==> src/rtl/adc_scan_pkg.sv <==
// Shared constants, state encoding and command builder for the ADC scan sequencer.
// Assumes the converter takes an 8-bit command followed by a 16-bit reading per frame.
package adc_scan_pkg;
    localparam int FRAME_BITS   = 24;
    localparam int CMD_BITS     = 8;
    localparam int FIELD_BITS   = 16;
    localparam int SAMPLE_SHIFT = 3;
    localparam int ADDR_W       = 3;

    typedef enum logic [2:0] {
        ST_IDLE,
        ST_SEND,
        ST_WAIT,
        ST_DIV,
        ST_DONE
    } seq_state_t;

    // Start bit, channel address, 12-bit differential mode, power held on or released
    function automatic logic [CMD_BITS-1:0] build_cmd(input logic [ADDR_W-1:0] addr,
                                                      input logic keep_on);
        return {1'b1, addr, 1'b0, 1'b0, 1'b0, keep_on};
    endfunction
endpackage

==> src/rtl/adc_spi_frame.sv <==
// Shifts one SPI mode-0 frame: sends a command byte MSB first, then zeros, and
// captures the 16-bit reading in the frame's tail. The reading comes out already
// shifted down past its empty low bits. Assumes go is only raised while the
// engine is idle.
module adc_spi_frame
    import adc_scan_pkg::*;
#(
    parameter int DIV_W = 8
) (
    input  logic                                 clk,
    input  logic                                 rst_n,
    input  logic [DIV_W-1:0]                     half_div,
    input  logic                                 go,
    input  logic [CMD_BITS-1:0]                  cmd,
    input  logic                                 miso,
    output logic                                 sclk,
    output logic                                 mosi,
    output logic                                 fdone,
    output logic [FIELD_BITS-SAMPLE_SHIFT-1:0]   sample
);
    localparam int BIT_W = $clog2(FRAME_BITS);

    logic                  active;
    logic [DIV_W-1:0]      hcnt;
    logic [BIT_W-1:0]      bidx;
    logic [CMD_BITS-1:0]   txsh;
    logic [FIELD_BITS-1:0] rxsh;

    // Half-period timing, bit counting, MOSI launch on falling edges, MISO capture on rising edges
    always_ff @(posedge clk) begin
        if (!rst_n) begin
            active <= 1'b0;
            hcnt   <= '0;
            bidx   <= '0;
            txsh   <= '0;
            rxsh   <= '0;
            sclk   <= 1'b0;
            mosi   <= 1'b0;
            fdone  <= 1'b0;
        end else begin
            fdone <= 1'b0;
            if (!active) begin
                if (go) begin
                    active <= 1'b1;
                    hcnt   <= '0;
                    bidx   <= BIT_W'(FRAME_BITS - 1);
                    mosi   <= cmd[CMD_BITS-1];
                    txsh   <= {cmd[CMD_BITS-2:0], 1'b0};
                end
            end else if (hcnt != half_div) begin
                hcnt <= hcnt + 1'b1;
            end else begin
                hcnt <= '0;
                if (!sclk) begin
                    sclk <= 1'b1;
                    rxsh <= {rxsh[FIELD_BITS-2:0], miso};
                end else begin
                    sclk <= 1'b0;
                    if (bidx == '0) begin
                        active <= 1'b0;
                        fdone  <= 1'b1;
                        mosi   <= 1'b0;
                    end else begin
                        bidx <= bidx - 1'b1;
                        mosi <= txsh[CMD_BITS-1];
                        txsh <= {txsh[CMD_BITS-2:0], 1'b0};
                    end
                end
            end
        end
    end

    assign sample = rxsh[FIELD_BITS-1:SAMPLE_SHIFT];
endmodule

==> src/rtl/adc_group_avg.sv <==
// Sums the kept readings of one channel group, then forms ceil(sum / count) with a
// one-bit-per-cycle restoring divider. A reading that is added in the same cycle
// as go is included. Assumes a divisor of at least 1 and that clr and add never
// coincide.
module adc_group_avg #(
    parameter int VAL_W = 13,
    parameter int CNT_W = 4,
    parameter int OUT_W = 16
) (
    input  logic             clk,
    input  logic             rst_n,
    input  logic             clr,
    input  logic             add,
    input  logic [VAL_W-1:0] val,
    input  logic             go,
    input  logic [CNT_W-1:0] divisor,
    output logic             q_valid,
    output logic [OUT_W-1:0] quotient
);
    localparam int SUM_W  = VAL_W + CNT_W;
    localparam int STEP_W = $clog2(SUM_W + 1);

    logic [SUM_W-1:0]  sum;
    logic [SUM_W-1:0]  sum_upd;
    logic [SUM_W-1:0]  dvd;
    logic [CNT_W-1:0]  dsr;
    logic [CNT_W-1:0]  rem;
    logic [CNT_W:0]    rem_sh;
    logic [STEP_W-1:0] steps;
    logic              run;

    // Running sum including the reading arriving this cycle
    always_comb sum_upd = sum + (add ? SUM_W'(val) : '0);

    // Partial remainder with the next dividend bit brought down
    always_comb rem_sh = {rem, dvd[SUM_W-1]};

    // Accumulation and rounded-up restoring division
    always_ff @(posedge clk) begin
        if (!rst_n) begin
            sum     <= '0;
            dvd     <= '0;
            dsr     <= '0;
            rem     <= '0;
            steps   <= '0;
            run     <= 1'b0;
            q_valid <= 1'b0;
        end else begin
            q_valid <= 1'b0;
            if (clr) sum <= '0;
            else     sum <= sum_upd;
            if (go) begin
                dvd   <= sum_upd + SUM_W'(divisor) - 1'b1;
                dsr   <= divisor;
                rem   <= '0;
                steps <= STEP_W'(SUM_W);
                run   <= 1'b1;
            end else if (run) begin
                if (rem_sh >= {1'b0, dsr}) begin
                    rem <= CNT_W'(rem_sh - {1'b0, dsr});
                    dvd <= {dvd[SUM_W-2:0], 1'b1};
                end else begin
                    rem <= rem_sh[CNT_W-1:0];
                    dvd <= {dvd[SUM_W-2:0], 1'b0};
                end
                steps <= steps - 1'b1;
                if (steps == STEP_W'(1)) begin
                    run     <= 1'b0;
                    q_valid <= 1'b1;
                end
            end
        end
    end

    assign quotient = OUT_W'(dvd);
endmodule

==> src/rtl/adc_scan_seq.sv <==
// Scan sequencer top. On start, it latches the mask and the per-channel counts,
// walks the enabled channels in ascending order, and issues skip+average frames
// per channel. Power is held on for all but the last frame of a group. Chip
// select stays low across the whole scan. One averaged result per channel goes
// out on the slot write port, then done pulses. Assumes NCH <= 8, since the
// channel address field is 3 bits.
module adc_scan_seq
    import adc_scan_pkg::*;
#(
    parameter int NCH   = 8,
    parameter int CNT_W = 4,
    parameter int DIV_W = 8,
    parameter int RES_W = 16
) (
    input  logic                 clk,
    input  logic                 rst_n,
    input  logic                 start,
    input  logic [NCH-1:0]       chan_en,
    input  logic [NCH*CNT_W-1:0] skip_cfg,
    input  logic [NCH*CNT_W-1:0] avg_cfg,
    input  logic [DIV_W-1:0]     clk_div,
    input  logic                 miso,
    output logic                 sclk,
    output logic                 cs_n,
    output logic                 mosi,
    output logic                 busy,
    output logic                 res_wr,
    output logic [$clog2(NCH)-1:0] res_slot,
    output logic [RES_W-1:0]     res_data,
    output logic                 done
);
    localparam int SLOT_W = $clog2(NCH);
    localparam int TOT_W  = CNT_W + 1;
    localparam int VAL_W  = FIELD_BITS - SAMPLE_SHIFT;

    seq_state_t           state;
    logic [NCH-1:0]       pend;
    logic [SLOT_W-1:0]    ch;
    logic [SLOT_W-1:0]    slot;
    logic [TOT_W-1:0]     fcnt;
    logic [NCH*CNT_W-1:0] skip_r;
    logic [NCH*CNT_W-1:0] avg_r;
    logic [DIV_W-1:0]     div_r;

    logic [CNT_W-1:0]     cur_skip;
    logic [CNT_W-1:0]     cur_avg;
    logic [CNT_W-1:0]     avg_eff;
    logic [TOT_W-1:0]     total;
    logic                 last_frame;
    logic [NCH-1:0]       pend_next;
    logic [CMD_BITS-1:0]  cmd;
    logic                 frm_go;
    logic                 frm_done;
    logic [VAL_W-1:0]     sample;
    logic                 acc_clr;
    logic                 acc_add;
    logic                 div_go;
    logic                 q_valid;
    logic [RES_W-1:0]     quotient;

    // Index of the lowest set bit of a channel mask
    function automatic logic [SLOT_W-1:0] lowest(input logic [NCH-1:0] m);
        logic [SLOT_W-1:0] r;
        r = '0;
        for (int i = NCH - 1; i >= 0; i--) begin
            if (m[i]) r = SLOT_W'(i);
        end
        return r;
    endfunction

    // Current group's counts, frame bookkeeping and command byte
    always_comb begin
        cur_skip   = skip_r[int'(ch)*CNT_W +: CNT_W];
        cur_avg    = avg_r[int'(ch)*CNT_W +: CNT_W];
        avg_eff    = (cur_avg == '0) ? CNT_W'(1) : cur_avg;
        total      = {1'b0, cur_skip} + {1'b0, avg_eff};
        last_frame = (fcnt == total - 1'b1);
        pend_next  = pend & ~(NCH'(1) << ch);
        cmd        = build_cmd(ADDR_W'(ch), !last_frame);
    end

    // Handshakes toward the frame engine and the averager
    always_comb begin
        frm_go  = (state == ST_SEND);
        acc_clr = (state == ST_SEND) && (fcnt == '0);
        acc_add = (state == ST_WAIT) && frm_done && (fcnt >= {1'b0, cur_skip});
        div_go  = (state == ST_WAIT) && frm_done && last_frame;
    end

    // Scan control: configuration latch, group walk, chip select, result write, done
    always_ff @(posedge clk) begin
        if (!rst_n) begin
            state    <= ST_IDLE;
            pend     <= '0;
            ch       <= '0;
            slot     <= '0;
            fcnt     <= '0;
            skip_r   <= '0;
            avg_r    <= '0;
            div_r    <= '0;
            cs_n     <= 1'b1;
            res_wr   <= 1'b0;
            res_slot <= '0;
            res_data <= '0;
            done     <= 1'b0;
        end else begin
            res_wr <= 1'b0;
            done   <= 1'b0;
            case (state)
                ST_IDLE: begin
                    if (start) begin
                        skip_r <= skip_cfg;
                        avg_r  <= avg_cfg;
                        div_r  <= clk_div;
                        pend   <= chan_en;
                        slot   <= '0;
                        fcnt   <= '0;
                        ch     <= lowest(chan_en);
                        if (chan_en == '0) begin
                            state <= ST_DONE;
                        end else begin
                            cs_n  <= 1'b0;
                            state <= ST_SEND;
                        end
                    end
                end
                ST_SEND: state <= ST_WAIT;
                ST_WAIT: begin
                    if (frm_done) begin
                        if (last_frame) begin
                            state <= ST_DIV;
                            if (pend_next == '0) cs_n <= 1'b1;
                        end else begin
                            fcnt  <= fcnt + 1'b1;
                            state <= ST_SEND;
                        end
                    end
                end
                ST_DIV: begin
                    if (q_valid) begin
                        res_wr   <= 1'b1;
                        res_slot <= slot;
                        res_data <= quotient;
                        slot     <= slot + 1'b1;
                        pend     <= pend_next;
                        fcnt     <= '0;
                        ch       <= lowest(pend_next);
                        state    <= (pend_next == '0) ? ST_DONE : ST_SEND;
                    end
                end
                ST_DONE: begin
                    done  <= 1'b1;
                    state <= ST_IDLE;
                end
                default: state <= ST_IDLE;
            endcase
        end
    end

    assign busy = (state != ST_IDLE);

    adc_spi_frame #(
        .DIV_W(DIV_W)
    ) u_frame (
        .clk      (clk),
        .rst_n    (rst_n),
        .half_div (div_r),
        .go       (frm_go),
        .cmd      (cmd),
        .miso     (miso),
        .sclk     (sclk),
        .mosi     (mosi),
        .fdone    (frm_done),
        .sample   (sample)
    );

    adc_group_avg #(
        .VAL_W(VAL_W),
        .CNT_W(CNT_W),
        .OUT_W(RES_W)
    ) u_avg (
        .clk      (clk),
        .rst_n    (rst_n),
        .clr      (acc_clr),
        .add      (acc_add),
        .val      (sample),
        .go       (div_go),
        .divisor  (avg_eff),
        .q_valid  (q_valid),
        .quotient (quotient)
    );
endmodule

==> config.mk <==
export PLATFORM = sky130hd
export DESIGN_NAME = adc_scan_seq
export DESIGN_NICKNAME = d
export VERILOG_FILES = /design/src/rtl/adc_scan_pkg.sv /design/src/rtl/adc_spi_frame.sv /design/src/rtl/adc_group_avg.sv /design/src/rtl/adc_scan_seq.sv
export SDC_FILE = /design/constraint.sdc
export NUM_CORES = 1
export LEC_CHECK = 0
export CORE_MARGIN = 1.5
export CORE_UTILIZATION = 55
export CTS_CLUSTER_DIAMETER = 60
export DETAILED_ROUTE_END_ITERATION = 10
export HOLD_SLACK_MARGIN = 0.08
export PLACE_DENSITY = 0.8
export SYNTH_ARGS = -nofsm -noshare
export SYNTH_HDL_FRONTEND = slang
export SYNTH_SLANG_ARGS = --single-unit
==> constraint.sdc <==
create_clock -name clk -period 15.28 [get_ports clk]
set_input_delay 1.528 -clock clk [delete_from_list [all_inputs] [get_ports clk]]
set_output_delay 1.528 -clock clk [all_outputs]
set_load 0.05 [all_outputs]
# == Word-level counts from Yosys, hierarchy flattened ==
# Cells that the tools add are included.
# word_totals
memories,0
regBits,206
wordCells,183
latchBits,0
ram_bits,0
output_inout_bits,25
romBits,0
# op_classes
bitwise_logic,7
n_lt_le_gt_ge,2
eq_ne,17
div,0
n_addsub,11
n_shift,3
mux,82
reduce_logical,32
multipliers,0
# ops
cell,count
8-bit two-way mux,10
3-bit two-way mux,25
32-bit by 6-bit indexed part select with 4-bit output,2
5-bit two-way mux,11
17-bit two-way mux,2
1-bit two-way mux,24
17-bit adder,1
17-bit by 4-bit adder with 17-bit output,1
"17-bit by 1-bit subtractor with 17-bit output, second input constant",1
8-bit logical NOT,2
8-bit one-hot mux with 2 select lines,1
5-bit one-hot mux with 3 select lines,1
"5-bit by 1-bit subtractor with 5-bit output, second input constant",3
13-bit two-way mux,1
"2-bit != test, second input constant",6
3-bit one-hot mux with 2 select lines,2
3-bit one-hot mux with 4 select lines,1
3-bit AND reduction,4
5-bit by 4-bit greater-or-equal comparator with 1-bit output,2
5-bit logical NOT,2
"8-bit by 1-bit adder with 8-bit output, second input constant",1
8-bit bitwise AND,1
4-bit two-way mux,2
"2-bit by 1-bit != test with 1-bit output, second input constant",4
28 further kinds,44

# == Longest topological paths before layout ==
# Gate-level depths: netlist of run 1.
# logic_depth
word_depth,13
mapped_depth,31
mapped_depth_nobuf,27

# == Modules after synthesis ==
# Synthesis of run 1 repeated with hierarchy kept, for this count alone.
# hier_totals
cells_unflattened,1329
area_unflattened_um2,11135.7
# by_module_without_submodules
mod,instances,area_each_um2,seq_area_each_um2,cells_per_inst
adc_scan_seq,1,5512.8,2322.2,682
adc_group_avg,1,3678.5,980.9,441
adc_spi_frame,1,1944.4,800.8,206

# == Worst setup path after synthesis of run 1 ==
# No wires, ideal clock.
# synth_path
path_kind,register -> register
start,register ch[0]
end,register u_avg.dvd[13]
path_stages_with_launch,28
arrival_ns,6.360
setup_ns,0.120
path_slack_ns,8.800
synth_period_minus_slack_ns,6.480
path_buffers,4
cell_sequence,dfxtp_1 -> buf_2 -> buf_1 -> clkbuf_1 -> mux4_2 -> mux2i_1 -> ha_1 -> a21oi_1 -> nor2b_1 -> o21ai_0 -> a21oi_1 -> clkbuf_1 -> and2_1 -> ha_1 -> fa_1 -> a211oi_2 -> o21bai_1 -> a21oi_1 -> xor2_1 -> inv_1 -> ha_1 -> or3_1 -> o21ai_0 -> a21oi_1 -> a311o_2 -> a211o_1 -> a21oi_1 -> o31ai_1
# synth_between
elab_chain_cells,8
word_cells_on_any_way,16
classes_between,add/sub (5); order compare (1); eq/ne (1); shift (2); mux (3); reduce/logical (4)
# synth_lines
element,line_no,source
start: declaration,adc_scan_seq.sv:38,logic [SLOT_W-1:0] ch;
start signal: assignment,adc_scan_seq.sv:118,ch <= lowest(chan_en);
start signal: assignment,adc_scan_seq.sv:147,ch <= lowest(pend_next);
32-bit by 6-bit indexed part select with 4-bit output,adc_scan_seq.sv:73,cur_skip = skip_r[int'(ch)*CNT_W +: CNT_W];
5-bit by 4-bit greater-or-equal comparator with 1-bit output,adc_scan_seq.sv:86,"acc_add = (state == ST_WAIT) && frm_done && (fcnt >= {1'b0, cur_skip});"
1-bit logical AND,adc_scan_seq.sv:86,
13-bit two-way mux,adc_group_avg.sv:33,always_comb sum_upd = sum + (add ? SUM_W'(val) : '0);
17-bit adder,adc_group_avg.sv:33,
net u_avg.sum_upd[6],adc_group_avg.sv:24,logic [SUM_W-1:0] sum_upd;
17-bit by 4-bit adder with 17-bit output,adc_group_avg.sv:53,dvd <= sum_upd + SUM_W'(divisor) - 1'b1;
17-bit by 1-bit subtractor with 17-bit output,adc_group_avg.sv:53,
17-bit two-way mux,adc_group_avg.sv:52,if (go) begin
end signal: assignment,adc_group_avg.sv:53,
end signal: assignment,adc_group_avg.sv:61,"dvd <= {dvd[SUM_W-2:0], 1'b1};"
end signal: assignment,adc_group_avg.sv:64,"dvd <= {dvd[SUM_W-2:0], 1'b0};"
end: declaration,adc_group_avg.sv:25,logic [SUM_W-1:0] dvd;
# The timed path passes the listed nets, and every way through them passes these cells.
# A chain may end at the register's enable or synchronous reset.

# == Final worst setup path of run 1 ==
# Ends and elaborated chain as after synthesis.

==> flow_summary.yaml, run 1 <==
outcome:
  status: "complete, no violations"
grt:
  pin_count_of_the_biggest_net_entering_global_routing: 99
  grt_antenna_before_repair: 0
  grt_remaining_overflow: 0
  grt_use_total_pct: 23.23
  grt_first_pass_wirelength_mm: 39.99
  vias_in_the_first_global_route: 8436
critical_path:
  timing.setup.critical_path_class: "reg -> reg"
  cp-end-kind: "flop"
  critPathArrivalTime_ns: 6.89
  cp_data_required_time_ns: 15.69
  critical_path_peak_fanout: 30
  worst_setup_path_start_kind: "flop"
sta:
  setup_ws_ns: 8.794
  setup_repair_after_global_routing_missed_its_margin: "false"
  final-max-slew-violation-count: 0
  setup_violations: 0
  setup-tns-final_ns: 0
  max_slew_margin_pct: 17.51
  period_minus_slack_ns: 6.486
  timing_limited_maximum_frequency_mhz: 154.2
  clock_skew_ns: 0.02129
  timing.final.hold_violations: 0
  worstMarginPinSlew_ns: 1.224
  layout_worst_path_cycle_share_pct: 42.45
clock_tree:
  root_cell_of_the_clock_tree: "sky130_fd_sc_hd__clkbuf_16"
  clock_tree.buffer_depth: 3
  cts-hold-fix-buffers: 0
  cts.clk_slew.worst_paths_ns: 0.06
  cts_repair_resize_count: 0
  post-cts-setup-buffers: 0
  h-tree-depth: 1
  tritoncts: "yes"
  numClockSinks: 205
  clock_buffers_created_by_tritoncts: 24
  clock_insertion_delay_worst_skew_ns: 0.53
finish:
  syn_to_final_growth_pct: 17.88
  filler_cell_count: 1616
  fin_cells: 1644
  number_of_diodes_added_for_antenna_fixing: 0
  nets: 1506
  most-common-layout-cells: "sky130_fd_sc_hd__nand2_1, sky130_fd_sc_hd__dfxtp_1, sky130_fd_sc_hd__a21boi_0"
  layout.cells.most_common: "sky130_fd_sc_hd__nand2_1"
  final_core_density_pct: 66.49
  post_route_cells_drive_above_1_share_pct: 6.164
drt:
  detail_route.drc_violations: 0
  route.met2.wl_mm: 11.30
  drt-initial-drc-count: 562
  drt-met1-wl_mm: 11.17
  final_antenna_net_count: 0
  detail_route.vias_per_cell: 5.542
  routed-via-count: 9111
  wl_per_cell_um: 14.69
  maxUsedRoutingLayer: "met4"
  wl_met3_mm: 1.176
  count_of_tritonroute_iterations_in_the_first_routing_pass: 5
  routed_wirelength_mm: 24.16
placed_design:
  place.gp.congestion: 0.9015
  dpl_worst_slack_ns: 8.876
  dp_cells: 1604
  port-buffer-count: 108
  dp_hpwl_mm: 16.82
synth:
  synth_simple_gate_area_share_pct: 19.93
  synth_cell_types: 72
  ys_top_cells_by_area: "sky130_fd_sc_hd__dfxtp_1, sky130_fd_sc_hd__nand2_1, sky130_fd_sc_hd__a21boi_0"
  syn_nets: 1435
  synthMuxAreaShare_pct: 8.017
  syn-instance-count: 1294
  synth_seq_cells: 205
  post-synth-top-area-cell: "sky130_fd_sc_hd__dfxtp_1"
  seq_area_frac_synth_pct: 37.14
  ys_async_sr_fraction_pct: 0
  synth-main-ff-cell: "sky130_fd_sc_hd__dfxtp_1"
  syn_area_per_cell_um2: 8.539
  synth_compound_gate_area_share_pct: 20.11
  yosys.area_share.adder_pct: 6.726
  synth_xor_xnor_area_share_pct: 3.805
  synth_enable_flop_cells: 0
  synthesis.yosys.warnings: 0
  synth_top_area_share_pct: 37.14
  syn-cell-area_um2: 11050
  largest_family_of_logic_cells_by_synthesized_area: "compound AO/OA/AOI/OAI gates"
floorplan:
  die_h_um: 144.7
  design.core.area_um2: 19590
  boundaryPins: 109
  die_w_um: 144.7
  placementRows: 51
  floorplan.initialDensity_pct: 56.40
  design.die.area_um2: 20950
power:
  power.ir.vdd_worst_mv: 0.08192
  power_leakage_nw: 5.256
  power-per-cell-area_nw_per_um2: 111.6
hold_path:
  min_path_type: "reg -> reg"
flow_run:
  max_cap_violations: 0
-- layout make-up --
class,instances,area [µm²],share of cell area (%)
clock inverters,9,107.6,0.8261
inverters,51,191.4,1.470
well taps,265,331.6,2.546
repair buffers,117,1146,8.799
flip-flops and latches,205,4104,31.51
multi-input cells,966,6477,49.73
clock buffers,31,666.9,5.120
-- report_power, final --
| part | leakage, nW | internal [W] | switching [W] |
|---|---|---|---|
| sequential | 1.67 | 0.000563 | 0.0000247 |
| combinational | 3.21 | 0.000140 | 0.000174 |
| clock | 0.380 | 0.000326 | 0.000226 |
| total | 5.26 | 0.00103 | 0.000424 |
-- through the flow --
step	cell area (µm²)	hold WS, ns	total power, W
floorplan	11050	0.4402	0.0008247
global placement	12250	0.4498	0.0009005
detailed placement	12250	0.4580	0.0009105
CTS	13030	0.4659	0.001465
global route	13030	0.4815	0.001523
finish	13030	0.4615	0.001454
-- synthesized netlist by cell type, drive strengths merged (16+ instances only) --
master  count
a21boi    109
a21oi      45
and2       22
clkbuf     61
dfxtp     205
ha         53
inv        51
mux2i      48
mux4       16
nand2     254
nand3      18
nor2       74
nor2b      42
nor3       16
o211a      20
o21ai      55
xnor2      29
xor2       16
-- cells by family after synthesis --
kind of cell    Yosys count
buf+inv                 123
xor+xnor                 45
simple gates            485
flops                   205
compound gates          311
fa+ha+maj                57
mux                      68
-- metal layers --
metal  GRT usage [%]  up-vias
li1                -     4622
met3           3.521       38
met5               0        -
met4           6.592        0
met1           30.85     4206
met2           39.20      245
-- worst max-delay path: stages, from the launching register on --
cell and delay [ns]:
sky130_fd_sc_hd__dfxtp_1 0.31, sky130_fd_sc_hd__buf_4 0.39, sky130_fd_sc_hd__mux4_2 0.57, sky130_fd_sc_hd__mux2i_1 0.20, sky130_fd_sc_hd__inv_1 0.07, sky130_fd_sc_hd__ha_1 0.26, sky130_fd_sc_hd__nand2b_1 0.14, sky130_fd_sc_hd__a21oi_1 0.14
sky130_fd_sc_hd__nor2b_1 0.05, sky130_fd_sc_hd__o21ai_0 0.21, sky130_fd_sc_hd__a21oi_1 0.26, sky130_fd_sc_hd__and2_1 0.24, sky130_fd_sc_hd__ha_1 0.23, sky130_fd_sc_hd__fa_1 0.48, sky130_fd_sc_hd__a211oi_2 0.34, sky130_fd_sc_hd__o21bai_1 0.12
sky130_fd_sc_hd__a21oi_1 0.18, sky130_fd_sc_hd__xor2_1 0.24, sky130_fd_sc_hd__inv_1 0.07, sky130_fd_sc_hd__ha_1 0.34, sky130_fd_sc_hd__or3_1 0.35, sky130_fd_sc_hd__o21ai_0 0.08, sky130_fd_sc_hd__a21oi_1 0.08, sky130_fd_sc_hd__a311o_2 0.44
sky130_fd_sc_hd__a211o_1 0.30, sky130_fd_sc_hd__a21oi_1 0.15, sky130_fd_sc_hd__o31ai_1 0.09
-- sequential cells by signal, indices dropped and copies added (netlist names), 8 cells and up --
name and flops:
skip_r 32, u_avg.dvd 17, pend 8, div_r 8, res_data 16, u_avg.sum 17, avg_r 32, u_frame.rxsh 16
u_frame.hcnt 8
-- worst paths after layout --
kind                              startpoint       endpoint  slack [ns]  cells after the start
worst max-delay path                   ch[0]  u_avg.dvd[13]        8.79                     26
worst min-delay path            res_data[14]   res_data[14]        0.46                      2
worst max register to register         ch[0]  u_avg.dvd[13]        8.79                     26
worst min register to register  res_data[14]   res_data[14]        0.46                      2
Note: power is estimated with default switching activity, not from simulation.
==> inputs of run 2 (changes only) <==
==> constraint.sdc (replaced) <==
create_clock -name clk -period 6.25 [get_ports clk]
set_input_delay 0.625 -clock clk [delete_from_list [all_inputs] [get_ports clk]]
set_output_delay 0.625 -clock clk [all_outputs]
set_load 0.05 [all_outputs]
==> run 2 against run 1 <==
  * First-iteration DRC count rose by 23%
  * Maximum frequency up 12%
  * Clock skew decreased by 0.012 ns
  * Die area unchanged
  * Design area is 0.37% higher
  * Utilization up 0.25 points
  * Routed wire length rose by 1.7%
  * Power increased by 150%
  * Critical path depth down 1
  * Sequential share of layout area down 0.11 points
  * Register-to-register slack got worse by 8.4 ns
  * Clock power rose by 150%
==> flow_summary.yaml, run 2 (synthesized netlist as in run 1, its figures left out) <==
outcome:
  status: "complete, no violations"
sta:
  worstMarginPinSlew_ns: 1.262
  timing.final.hold_violations: 0
  clock_skew_ns: 0.009705
  period_minus_slack_ns: 5.815
  timing_limited_maximum_frequency_mhz: 172.0
  setup_ws_ns: 0.4348
  max_slew_margin_pct: 14.96
  setup_violations: 0
  final-max-slew-violation-count: 0
  layout_worst_path_cycle_share_pct: 93.04
placed_design:
  place.gp.congestion: 0.8976
  port-buffer-count: 108
  dp_cells: 1611
  dpl_worst_slack_ns: 0.3262
  dp_hpwl_mm: 17.43
drt:
  detail_route.drc_violations: 0
  routed-via-count: 9188
  final_antenna_net_count: 0
  drt-initial-drc-count: 692
  routed_wirelength_mm: 24.56
  wl_per_cell_um: 14.87
  count_of_tritonroute_iterations_in_the_first_routing_pass: 6
  detail_route.vias_per_cell: 5.562
grt:
  grt_remaining_overflow: 0
  vias_in_the_first_global_route: 8818
  grt.met1_usage_pct: 30.50
  grt-busiest-layer: "met2"
  grt_first_pass_wirelength_mm: 41.01
  use_met3_pct: 3.949
  grt.met2_usage_pct: 41.40
  pin_count_of_the_biggest_net_entering_global_routing: 102
  grt_use_total_pct: 24.00
  grt_antenna_before_repair: 0
critical_path:
  critical_path_peak_fanout: 9
  critPathArrivalTime_ns: 6.21
  cp-end-kind: "flop"
  timing.reg2reg.worst_path_depth: 25
  timing.setup.critical_path_class: "reg -> reg"
  regToRegEndpoint: "u_avg.dvd[13]"
  timing.rr.start: "ch[1]"
  cp_data_required_time_ns: 6.64
  worst_setup_path_start_kind: "flop"
  r2r_setup_slack_ns: 0.43
finish:
  post_route_cells_drive_above_1_share_pct: 6.489
  most-common-layout-cells: "sky130_fd_sc_hd__nand2_1, sky130_fd_sc_hd__dfxtp_1, sky130_fd_sc_hd__a21boi_0"
  final-seq-area_um2: 4105
  reg_top3: "avg_r x32, skip_r x32"
  number_of_diodes_added_for_antenna_fixing: 0
  filler_cell_count: 1643
  layout.cells.most_common: "sky130_fd_sc_hd__nand2_1"
  syn_to_final_growth_pct: 18.32
  fin_cells: 1652
  area_of_combinational_cells_with_multiple_inputs_um2: 6477
  nets: 1513
flow_run:
  max_cap_violations: 0
hold_path:
  min_path_type: "reg -> reg"
  worst_hold_path.endpoint: "avg_r[17]"
  min_delay_path_depth: 2
  source_of_the_worst_hold_timing_path: "avg_r[17]"
power:
  p_clk_share_pct: 38.0
  combinational_share_of_power_pct: 21.8
  power-per-cell-area_nw_per_um2: 273.4
  power_switching_w: 0.001016
  power.ir.vdd_worst_mv: 0.2104
  power_leakage_nw: 5.281
  power_frac_seq_pct: 40.2
  internal-power_w: 0.002557
  switch_share_pct: 28.44
clock_tree:
  root_cell_of_the_clock_tree: "sky130_fd_sc_hd__clkbuf_16"
  clock_tree.buffer_depth: 3
  numClockSinks: 205
  h-tree-depth: 1
  tritoncts: "yes"
  cts.clk_slew.worst_paths_ns: 0.06
  clock_insertion_delay_worst_skew_ns: 0.51
  clock_buffers_created_by_tritoncts: 23
floorplan:
  boundaryPins: 109
  design.core.area_um2: 19590
  die_w_um: 144.7
  floorplan.initialDensity_pct: 56.40
  die_h_um: 144.7
  design.die.area_um2: 20950
  placementRows: 51
run 2: timing repair:
item / 4_1_cts / 5_1_grt
setup endpoints to repair: 0 / 2
gates resized for setup: 0 / 3
hold buffers: 0 / 0
setup buffers: 0 / 1
run 2: worst max-delay path, stage by stage, from the launching register on:
cell	delay, ns
sky130_fd_sc_hd__dfxtp_1	0.54
sky130_fd_sc_hd__mux4_2	0.36
sky130_fd_sc_hd__mux2i_1	0.21
sky130_fd_sc_hd__inv_1	0.06
sky130_fd_sc_hd__ha_1	0.27
sky130_fd_sc_hd__nand2b_1	0.14
sky130_fd_sc_hd__a21oi_1	0.15
sky130_fd_sc_hd__nor2b_1	0.06
sky130_fd_sc_hd__o21ai_1	0.16
sky130_fd_sc_hd__a21oi_1	0.10
sky130_fd_sc_hd__and2_1	0.16
sky130_fd_sc_hd__ha_1	0.23
sky130_fd_sc_hd__fa_1	0.47
sky130_fd_sc_hd__a211oi_2	0.31
sky130_fd_sc_hd__o21bai_1	0.12
sky130_fd_sc_hd__a21oi_1	0.18
sky130_fd_sc_hd__xor2_1	0.25
sky130_fd_sc_hd__inv_1	0.08
sky130_fd_sc_hd__ha_1	0.35
sky130_fd_sc_hd__or3_1	0.35
sky130_fd_sc_hd__o21ai_0	0.07
sky130_fd_sc_hd__a21oi_1	0.08
sky130_fd_sc_hd__a311o_2	0.43
sky130_fd_sc_hd__a211o_1	0.30
sky130_fd_sc_hd__a21oi_1	0.17
sky130_fd_sc_hd__o31ai_1	0.09
run 2: how the worst max path moves through the flow:
stage	start	to	slack, ns	cells after the start
floorplan	ch[0]	u_avg.dvd[13]	0.07	27
global placement	ch[0]	u_avg.dvd[13]	0.44	25
detailed placement	ch[0]	u_avg.dvd[13]	0.33	24
CTS	ch[0]	u_avg.dvd[13]	0.24	25
global route	ch[1]	u_avg.dvd[13]	-0.005	25
finish	ch[1]	u_avg.dvd[13]	0.43	25
run 2: power by group through the flow:
stage          clock network [W]  registers (W)  logic (W)
2_1_floorplan                  0        0.00145   0.000570
3_3_place_gp                   0        0.00146   0.000752
3_5_place_dp                   0        0.00146   0.000770
4_1_cts                  0.00138        0.00144   0.000779
5_1_grt                  0.00144        0.00145   0.000875
6_report                 0.00136        0.00144   0.000778
run 2: per-stage QoR:
stage / cell area, µm² / util, % / setup TNS (ns) / hold WS (ns) / power [W]
3_3_place_gp: 12300 / 62.80 / 0 / 0.4493 / 0.002214
6_report: 13070 / 66.74 / 0 / 0.4620 / 0.003574
3_5_place_dp: 12300 / 62.80 / 0 / 0.4563 / 0.002234
2_1_floorplan: 11050 / - / 0 / 0.4402 / 0.002017
5_1_grt: 13070 / 66.74 / -0.005474 / 0.4799 / 0.003760
4_1_cts: 13070 / 66.69 / 0 / 0.4583 / 0.003598
run 2: final cells by class:
cell class,count,share of cell area [%]
Multi-Input combinational cell,966,49.55
Inverter,51,1.464
Clock inverter,8,1.014
Timing Repair Buffer,125,9.226
Sequential cell,205,31.40
Clock buffer,32,4.814
Tap cell,265,2.536
run 2: layer usage:
layer / up-vias / wire length (µm)
li1: 4641 / -
met1: 4270 / 11010
met2: 227 / 11600
met3: 50 / 1180
met4: 0 / 778
met5: - / 0
